===== src/rtl/dot_ser_pkg.sv =====
package dot_ser_pkg;
  localparam int unsigned DEF_PIX_W  = 8;
  localparam int unsigned DEF_SYNC_N = 2;

  // strobes valid for the coming clk_i edge
  typedef struct packed {
    logic rise;
    logic fall;
  } dot_evt_t;
endpackage


===== src/rtl/dot_clk_div.sv =====
module dot_clk_div
  import dot_ser_pkg::*;
(
  input  logic     clk_i,
  input  logic     rst_ni,
  output logic     dot_clk_o,
  output dot_evt_t evt_o
);
  logic dot_q;

  always_ff @(posedge clk_i or negedge rst_ni) begin
    if (!rst_ni) dot_q <= 1'b0;
    else         dot_q <= ~dot_q;
  end

  assign dot_clk_o  = dot_q;
  assign evt_o.rise = ~dot_q;
  assign evt_o.fall = dot_q;
endmodule


===== src/rtl/load_shaper.sv =====
module load_shaper #(
  parameter int unsigned SYNC_N = 2
) (
  input  logic clk_i,
  input  logic rst_ni,
  input  logic fall_en_i,
  input  logic req_i,
  output logic load_n_o
);
  localparam int unsigned TOP = SYNC_N - 1;

  logic [SYNC_N-1:0] sync_q;
  logic              dly_q;
  logic              load_n_q;

  // synchronizer, advanced on falling dot edges only
  for (genvar i = 0; i < SYNC_N; i++) begin : g_sync
    if (i == 0) begin : g_first
      always_ff @(posedge clk_i or negedge rst_ni) begin
        if (!rst_ni)        sync_q[i] <= 1'b0;
        else if (fall_en_i) sync_q[i] <= req_i;
      end
    end else begin : g_next
      always_ff @(posedge clk_i or negedge rst_ni) begin
        if (!rst_ni)        sync_q[i] <= 1'b0;
        else if (fall_en_i) sync_q[i] <= sync_q[i-1];
      end
    end
  end

  // one-dot delayed copy, cut against the live strobe
  always_ff @(posedge clk_i or negedge rst_ni) begin
    if (!rst_ni) begin
      dly_q    <= 1'b0;
      load_n_q <= 1'b1;
    end else if (fall_en_i) begin
      dly_q    <= sync_q[TOP];
      load_n_q <= ~(sync_q[TOP] & ~dly_q);
    end
  end

  assign load_n_o = load_n_q;
endmodule


===== src/rtl/pixel_shifter.sv =====
module pixel_shifter #(
  parameter int unsigned PIX_W = 8
) (
  input  logic             clk_i,
  input  logic             rst_ni,
  input  logic             rise_en_i,
  input  logic             load_n_i,
  input  logic [PIX_W-1:0] data_i,
  output logic             pixel_o
);
  logic [PIX_W-1:0] sh_q;

  always_ff @(posedge clk_i or negedge rst_ni) begin
    if (!rst_ni)             sh_q <= '0;
    else if (rise_en_i) begin
      if (!load_n_i)         sh_q <= data_i;
      else                   sh_q <= {sh_q[PIX_W-2:0], 1'b0};
    end
  end

  assign pixel_o = sh_q[PIX_W-1];
endmodule


===== src/rtl/dot_serializer.sv =====
module dot_serializer
  import dot_ser_pkg::*;
#(
  parameter int unsigned PIX_W  = DEF_PIX_W,
  parameter int unsigned SYNC_N = DEF_SYNC_N
) (
  input  logic             clk_i,
  input  logic             rst_ni,
  input  logic             load_req_i,
  input  logic [PIX_W-1:0] data_i,
  output logic             dot_clk_o,
  output logic             load_n_o,
  output logic             pixel_o
);
  dot_evt_t evt;
  logic     load_n;

  dot_clk_div u_div (
    .clk_i    (clk_i),
    .rst_ni   (rst_ni),
    .dot_clk_o(dot_clk_o),
    .evt_o    (evt)
  );

  load_shaper #(.SYNC_N(SYNC_N)) u_shape (
    .clk_i    (clk_i),
    .rst_ni   (rst_ni),
    .fall_en_i(evt.fall),
    .req_i    (load_req_i),
    .load_n_o (load_n)
  );

  pixel_shifter #(.PIX_W(PIX_W)) u_shift (
    .clk_i    (clk_i),
    .rst_ni   (rst_ni),
    .rise_en_i(evt.rise),
    .load_n_i (load_n),
    .data_i   (data_i),
    .pixel_o  (pixel_o)
  );

  assign load_n_o = load_n;
endmodule


===== config.mk =====
export PLATFORM = sky130hd
export DESIGN_NAME = dot_serializer
export DESIGN_NICKNAME = d
export VERILOG_FILES = /design/src/rtl/dot_ser_pkg.sv /design/src/rtl/dot_clk_div.sv /design/src/rtl/load_shaper.sv /design/src/rtl/pixel_shifter.sv /design/src/rtl/dot_serializer.sv
export SDC_FILE = /design/constraint.sdc
export NUM_CORES = 1
export LEC_CHECK = 0
export BUFFER_PORTS_ARGS = -buffer_cell sky130_fd_sc_hd__buf_4
export CAP_MARGIN = 20
export CORE_MARGIN = 10
export CORE_UTILIZATION = 35
export DETAILED_ROUTE_END_ITERATION = 8
export GPL_TIMING_DRIVEN = 0
export PLACE_DENSITY = 0.66
export SLEW_MARGIN = 20
export SYNTH_ARGS = -nofsm -noshare
export SYNTH_HDL_FRONTEND = slang
export SYNTH_HIERARCHICAL = 1
export SYNTH_SLANG_ARGS = --single-unit

===== constraint.sdc =====
create_clock -name clk_i -period 1.21 [get_ports clk_i]
set_input_delay 0.0605 -clock clk_i [delete_from_list [all_inputs] [get_ports clk_i]]
set_output_delay 0.0605 -clock clk_i [all_outputs]
set_load 0.02 [all_outputs]

Word-level counts from Yosys, hierarchy flattened
Index checks and enable logic that the tools add are counted.

Register bits after elaboration: 13. Bits in latches: 0. RAM bits: 0. Memory bits (read-only): 0. Bits of input ports: 11. Memories kept: 0.

Add/subtract/negate cells: 0. $mul: 0. Divide/modulo/power cells: 0. Order comparisons: 0. Equality and inequality tests: 0. Shifts and indexed selects: 0. Multiplexer cells: 1. Bitwise logic cells: 4. Reductions and logical operators: 0.

Operators with widths (number): 8-bit two-way mux (1); 1-bit NOT (3); 1-bit bitwise AND (1).

Longest topological paths before layout
Word-level depth: 3. Gate-level depth with buffers: 5. Mapped depth without buffers: 3.

Cells and area by module
The synthesis kept the hierarchy.

By module, submodules not included: pixel_shifter (instances 1, cells an instance 35, area each 377.9 um2); load_shaper (instances 1, cells an instance 11, area each 146.4 um2); dot_clk_div (instances 1, cells an instance 3, area each 36.3 um2).

Worst setup path after synthesis
OpenSTA, ideal clock, no wires.

Path kind: reg-to-reg. From: register u_shape.load_n_q, in the netlist u_shape/load_n_o. To: register u_shift.sh_q[1]. Library setup time: 0.123 ns. Arrival: 0.980 ns. Required time: 1.087 ns. Setup slack: 0.107 ns. Stages on the path, launching flop included: 4. Period minus slack after synthesis: 1.103 ns. Cells stage by stage: dfstp_2 buf_6 mux2i_1 a21oi_1.

Word-level cells in the longest chain between the ends: 1.

RTL lines: start: declaration (RTL line load_shaper.sv:14) `logic load_n_q;`; start signal: assignment (RTL line load_shaper.sv:38) `load_n_q <= ~(sync_q[TOP] & ~dly_q);`; 8-bit two-way mux (RTL line pixel_shifter.sv:16) `if (!load_n_i) sh_q <= data_i;`; end signal: assignment (RTL line pixel_shifter.sv:16); end signal: assignment (RTL line pixel_shifter.sv:17) `else sh_q <= {sh_q[PIX_W-2:0], 1'b0};`; end: declaration (RTL line pixel_shifter.sv:11) `logic [PIX_W-1:0] sh_q;`.

No other way between the ends. A chain may end at the register's enable or synchronous reset.

Worst setup path in the final report
From: register u_shape.load_n_q, in the netlist u_shape/load_n_o. To: register u_shift.sh_q[7].

Same word-level chain as after synthesis.

==> results.py <==
metrics = {
    "sta": {
        "layout_worst_path_cycle_share": 0.902,
        "fin_skew_ns": 0.0116,
        "highest_clock_rate_mhz": 917,
        "final.min_clock_period_ns": 1.09,
        "worst_tran_pin_value_ns": 0.131,
        "setup_total_negative_slack_ns": 0,
        "grt_setup_unrepaired": "false",
        "hold_violations": 0,
        "report.final.slew_viol_count": 0,
        "finalSetupViolCount": 0,
        "slew-limit-headroom": 0.910,
    },
    "final_layout": {
        "seqCellArea_um2": 327,
        "diodes": 0,
        "area_of_combinational_cells_with_multiple_inputs_um2": 185,
        "utilization": 0.474,
        "finish.net_count": 79,
        "fillerInstances": 154,
        "layout-area-overhead-vs-synth_pct": 27.5,
        "share_of_layout_cells_above_drive_strength_1": 0.343,
    },
    "global_routing": {
        "global_route.usage.total": 0.0644,
        "grt_max_degree": 14,
        "grt_pass1_vias": 416,
        "grt_pass1_wl_mm": 1.77,
        "global_route.overflow_total": 0,
        "antenna_found_initial": 0,
    },
    "drt": {
        "dr.first_iter.drc_count": 5,
        "wirelength_mm": 1.08,
        "route.detailed.wl_per_inst_um": 13.0,
        "route.antenna.remaining_nets": 0,
        "drt_pre_antenna_iters": 4,
        "drcViolationCount": 0,
        "vias": 387,
        "vias_per_cell": 4.66,
    },
    "critical_path": {
        "critPathMaxStageDelay_ns": 0.56,
        "worst_setup_path_end_kind": "flop",
        "worst-path-max-fanout": 8,
        "worstSetupStartpointType": "flop",
        "worst_ep_arrival_time_ns": 1.24,
        "regToRegEndpoint": "u_shift/sh_q[7]",
        "worst_ep_required_time_ns": 1.36,
        "worst-r2r-cell-count": 3,
        "crit_chain": "buf_6, mux2i_1, a21oi_1",
        "crit-reg2reg-launch": "u_shape/load_n_o",
        "worst_path_max_delay_cell": "dfstp_2",
        "r2r_slack_ns": 0.12,
        "timing_worst_setup_path_type": "flop to flop",
    },
    "floorplan": {
        "die_width_um": 60.0,
        "boundaryPins": 14,
        "die_h_um": 60.0,
        "core.rowCount": 14,
        "die_outline_area_um2": 3600,
        "floorplan.initialDensity": 0.372,
        "core_um2": 1510,
    },
    "power_and_ir_drop": {
        "cellPowerDensity_nw_per_um2": 1210,
        "leakage_uw": 0.000374,
        "worst_ir_drop_vdd_mv": 0.636,
    },
    "hold_path": {
        "hp-start": "load_req_i",
        "class_of_the_tightest_hold_or_removal_check": "input port to flop",
        "hold-path-cell-count": 2,
        "worstHoldEndpoint": "u_shape/sync_q[0]",
    },
    "job": {
        "cap_violations": 0,
    },
    "place": {
        "portBuffers": 13,
        "detailedPlacementHpwl_um": 801,
        "gp_congestion": 0.730,
    },
    "clock_network": {
        "number_of_sinks_handled_by_clock_tree_synthesis": 13,
        "clockBufferDepth": 2,
        "clkSlewWorstSetupHoldPaths_ns": 0.07,
        "cts_resized": 0,
        "clk_latency_ns": 0.28,
        "root_buffer": "clkbuf_4",
        "clock_tree.htree_level_count": 1,
        "clock_tree_from_tritoncts": "built",
        "cts_inserted_buffers": 3,
    },
    "run_status": {
        "run_status": "complete, no violations",
    },
    "yosys": {
        "synthCells": 49,
        "postSynthNetCount": 60,
        "synth-seq-area-share": 0.583,
        "synth_area_um2": 561,
        "post_synth_num_cell_types": 14,
        "ys_warn_count": 6,
        "postSynthRegisterBits": 13,
        "post_synth.cell_area_avg_um2": 11.4,
    },
}
[flip-flops by register name (all words and copies together) (netlist names)]
| signal | flops |
|---|---|
| u_shape/dly_q | 1 |
| u_shift/sh_q | 8 |
| u_div/dot_clk_o | 1 |
| u_shape/sync_q | 2 |
| u_shape/load_n_o | 1 |
[power by group]
part	internal [uW]	switching (uW)
Sequential	470	18.6
Combinational	63.6	50.2
Clock	128	134
[metrics by stage]
stage / setup slack (ns) / area (um^2) / total power (uW) / cells / hold WS [ns]
after CTS: 0.103 / 714 / 885 / 83 / 0.0139
final: 0.119 / 714 / 864 / 83 / 0.0248
after floorplan: 0.107 / 561 / 555 / 49 / -0.235
after detailed placement: 0.109 / 678 / 611 / 78 / -0.0857
after global placement: 0.108 / 678 / 607 / 78 / -0.0878
after global routing: 0.0442 / 714 / 917 / 83 / 0.0188
[routing by layer]
layer	routed length, um	track usage
met5	0	0
met4	0	0.0192
met3	96	0.0466
met2	525	0.0985
met1	455	0.0685
[cell usage after synthesis, drive strengths merged]
cell type | n | area, um^2
buf | 4 | 37.5
mux2 | 2 | 22.5
inv | 3 | 11.3
a31oi | 1 | 6.26
mux2i | 7 | 70.1
dfstp | 1 | 26.3
nand3b | 1 | 7.51
dfrtp | 12 | 300
a21oi | 7 | 35.0
nor2 | 8 | 30.0
nand2 | 1 | 3.75
o21ai | 2 | 10.0
[timing repair]
item | 4_1_cts | 5_1_grt
hold endpoints to repair | 13 | 0
hold buffers | 1 | 0
setup endpoints to repair | 0 | 0
buffers inserted | 0 | 0
[placed cells by master (no fill, tap or decap), drive strengths merged, types with 2 or more instances in the layout]
cell,instances
a21oi,7
buf,17
clkbuf,4
dfrtp,12
inv,3
mux2,2
mux2i,7
nor2,8
o21ai,2
[critical path, delay by kind of cell (launching register included)]
| family | cells | cell delay [ns] |
|---|---|---|
| buffers and inverters | 1 | 0.15 |
| AOI/OAI and AO/OA | 1 | 0.08 |
| DFF | 1 | 0.56 |
| muxes | 1 | 0.18 |
[cell type report]
class	count	area share
sequential	13	0.457
tap	16	0.0280
clock buffer	4	0.0368
timing repair buffer	14	0.151
inverter	3	0.0158
multi-input combinational	29	0.259
buffer	4	0.0525
[cells by family after synthesis]
logic type / Yosys count / share of synthesized area
AO/OA/AOI/OAI: 10 / 0.0915
buffers and inverters: 7 / 0.0870
flip-flops: 13 / 0.583
multiplexers: 9 / 0.165
AND/OR/NAND/NOR: 10 / 0.0737
[worst max path at each step]
stage | from | cells past startpoint | slack, ns | end
5_1_grt | u_shape/load_n_o | 3 | 0.04 | u_shift/sh_q[5]
4_1_cts | u_shape/load_n_o | 3 | 0.10 | u_shift/sh_q[7]
2_1_floorplan | u_shape/load_n_o | 3 | 0.11 | u_shift/sh_q[1]
3_5_place_dp | u_shape/load_n_o | 3 | 0.11 | u_shift/sh_q[6]
3_3_place_gp | u_shape/load_n_o | 3 | 0.11 | u_shift/sh_q[6]
6_report | u_shape/load_n_o | 3 | 0.12 | u_shift/sh_q[7]
(Power assumes the default switching activity.)
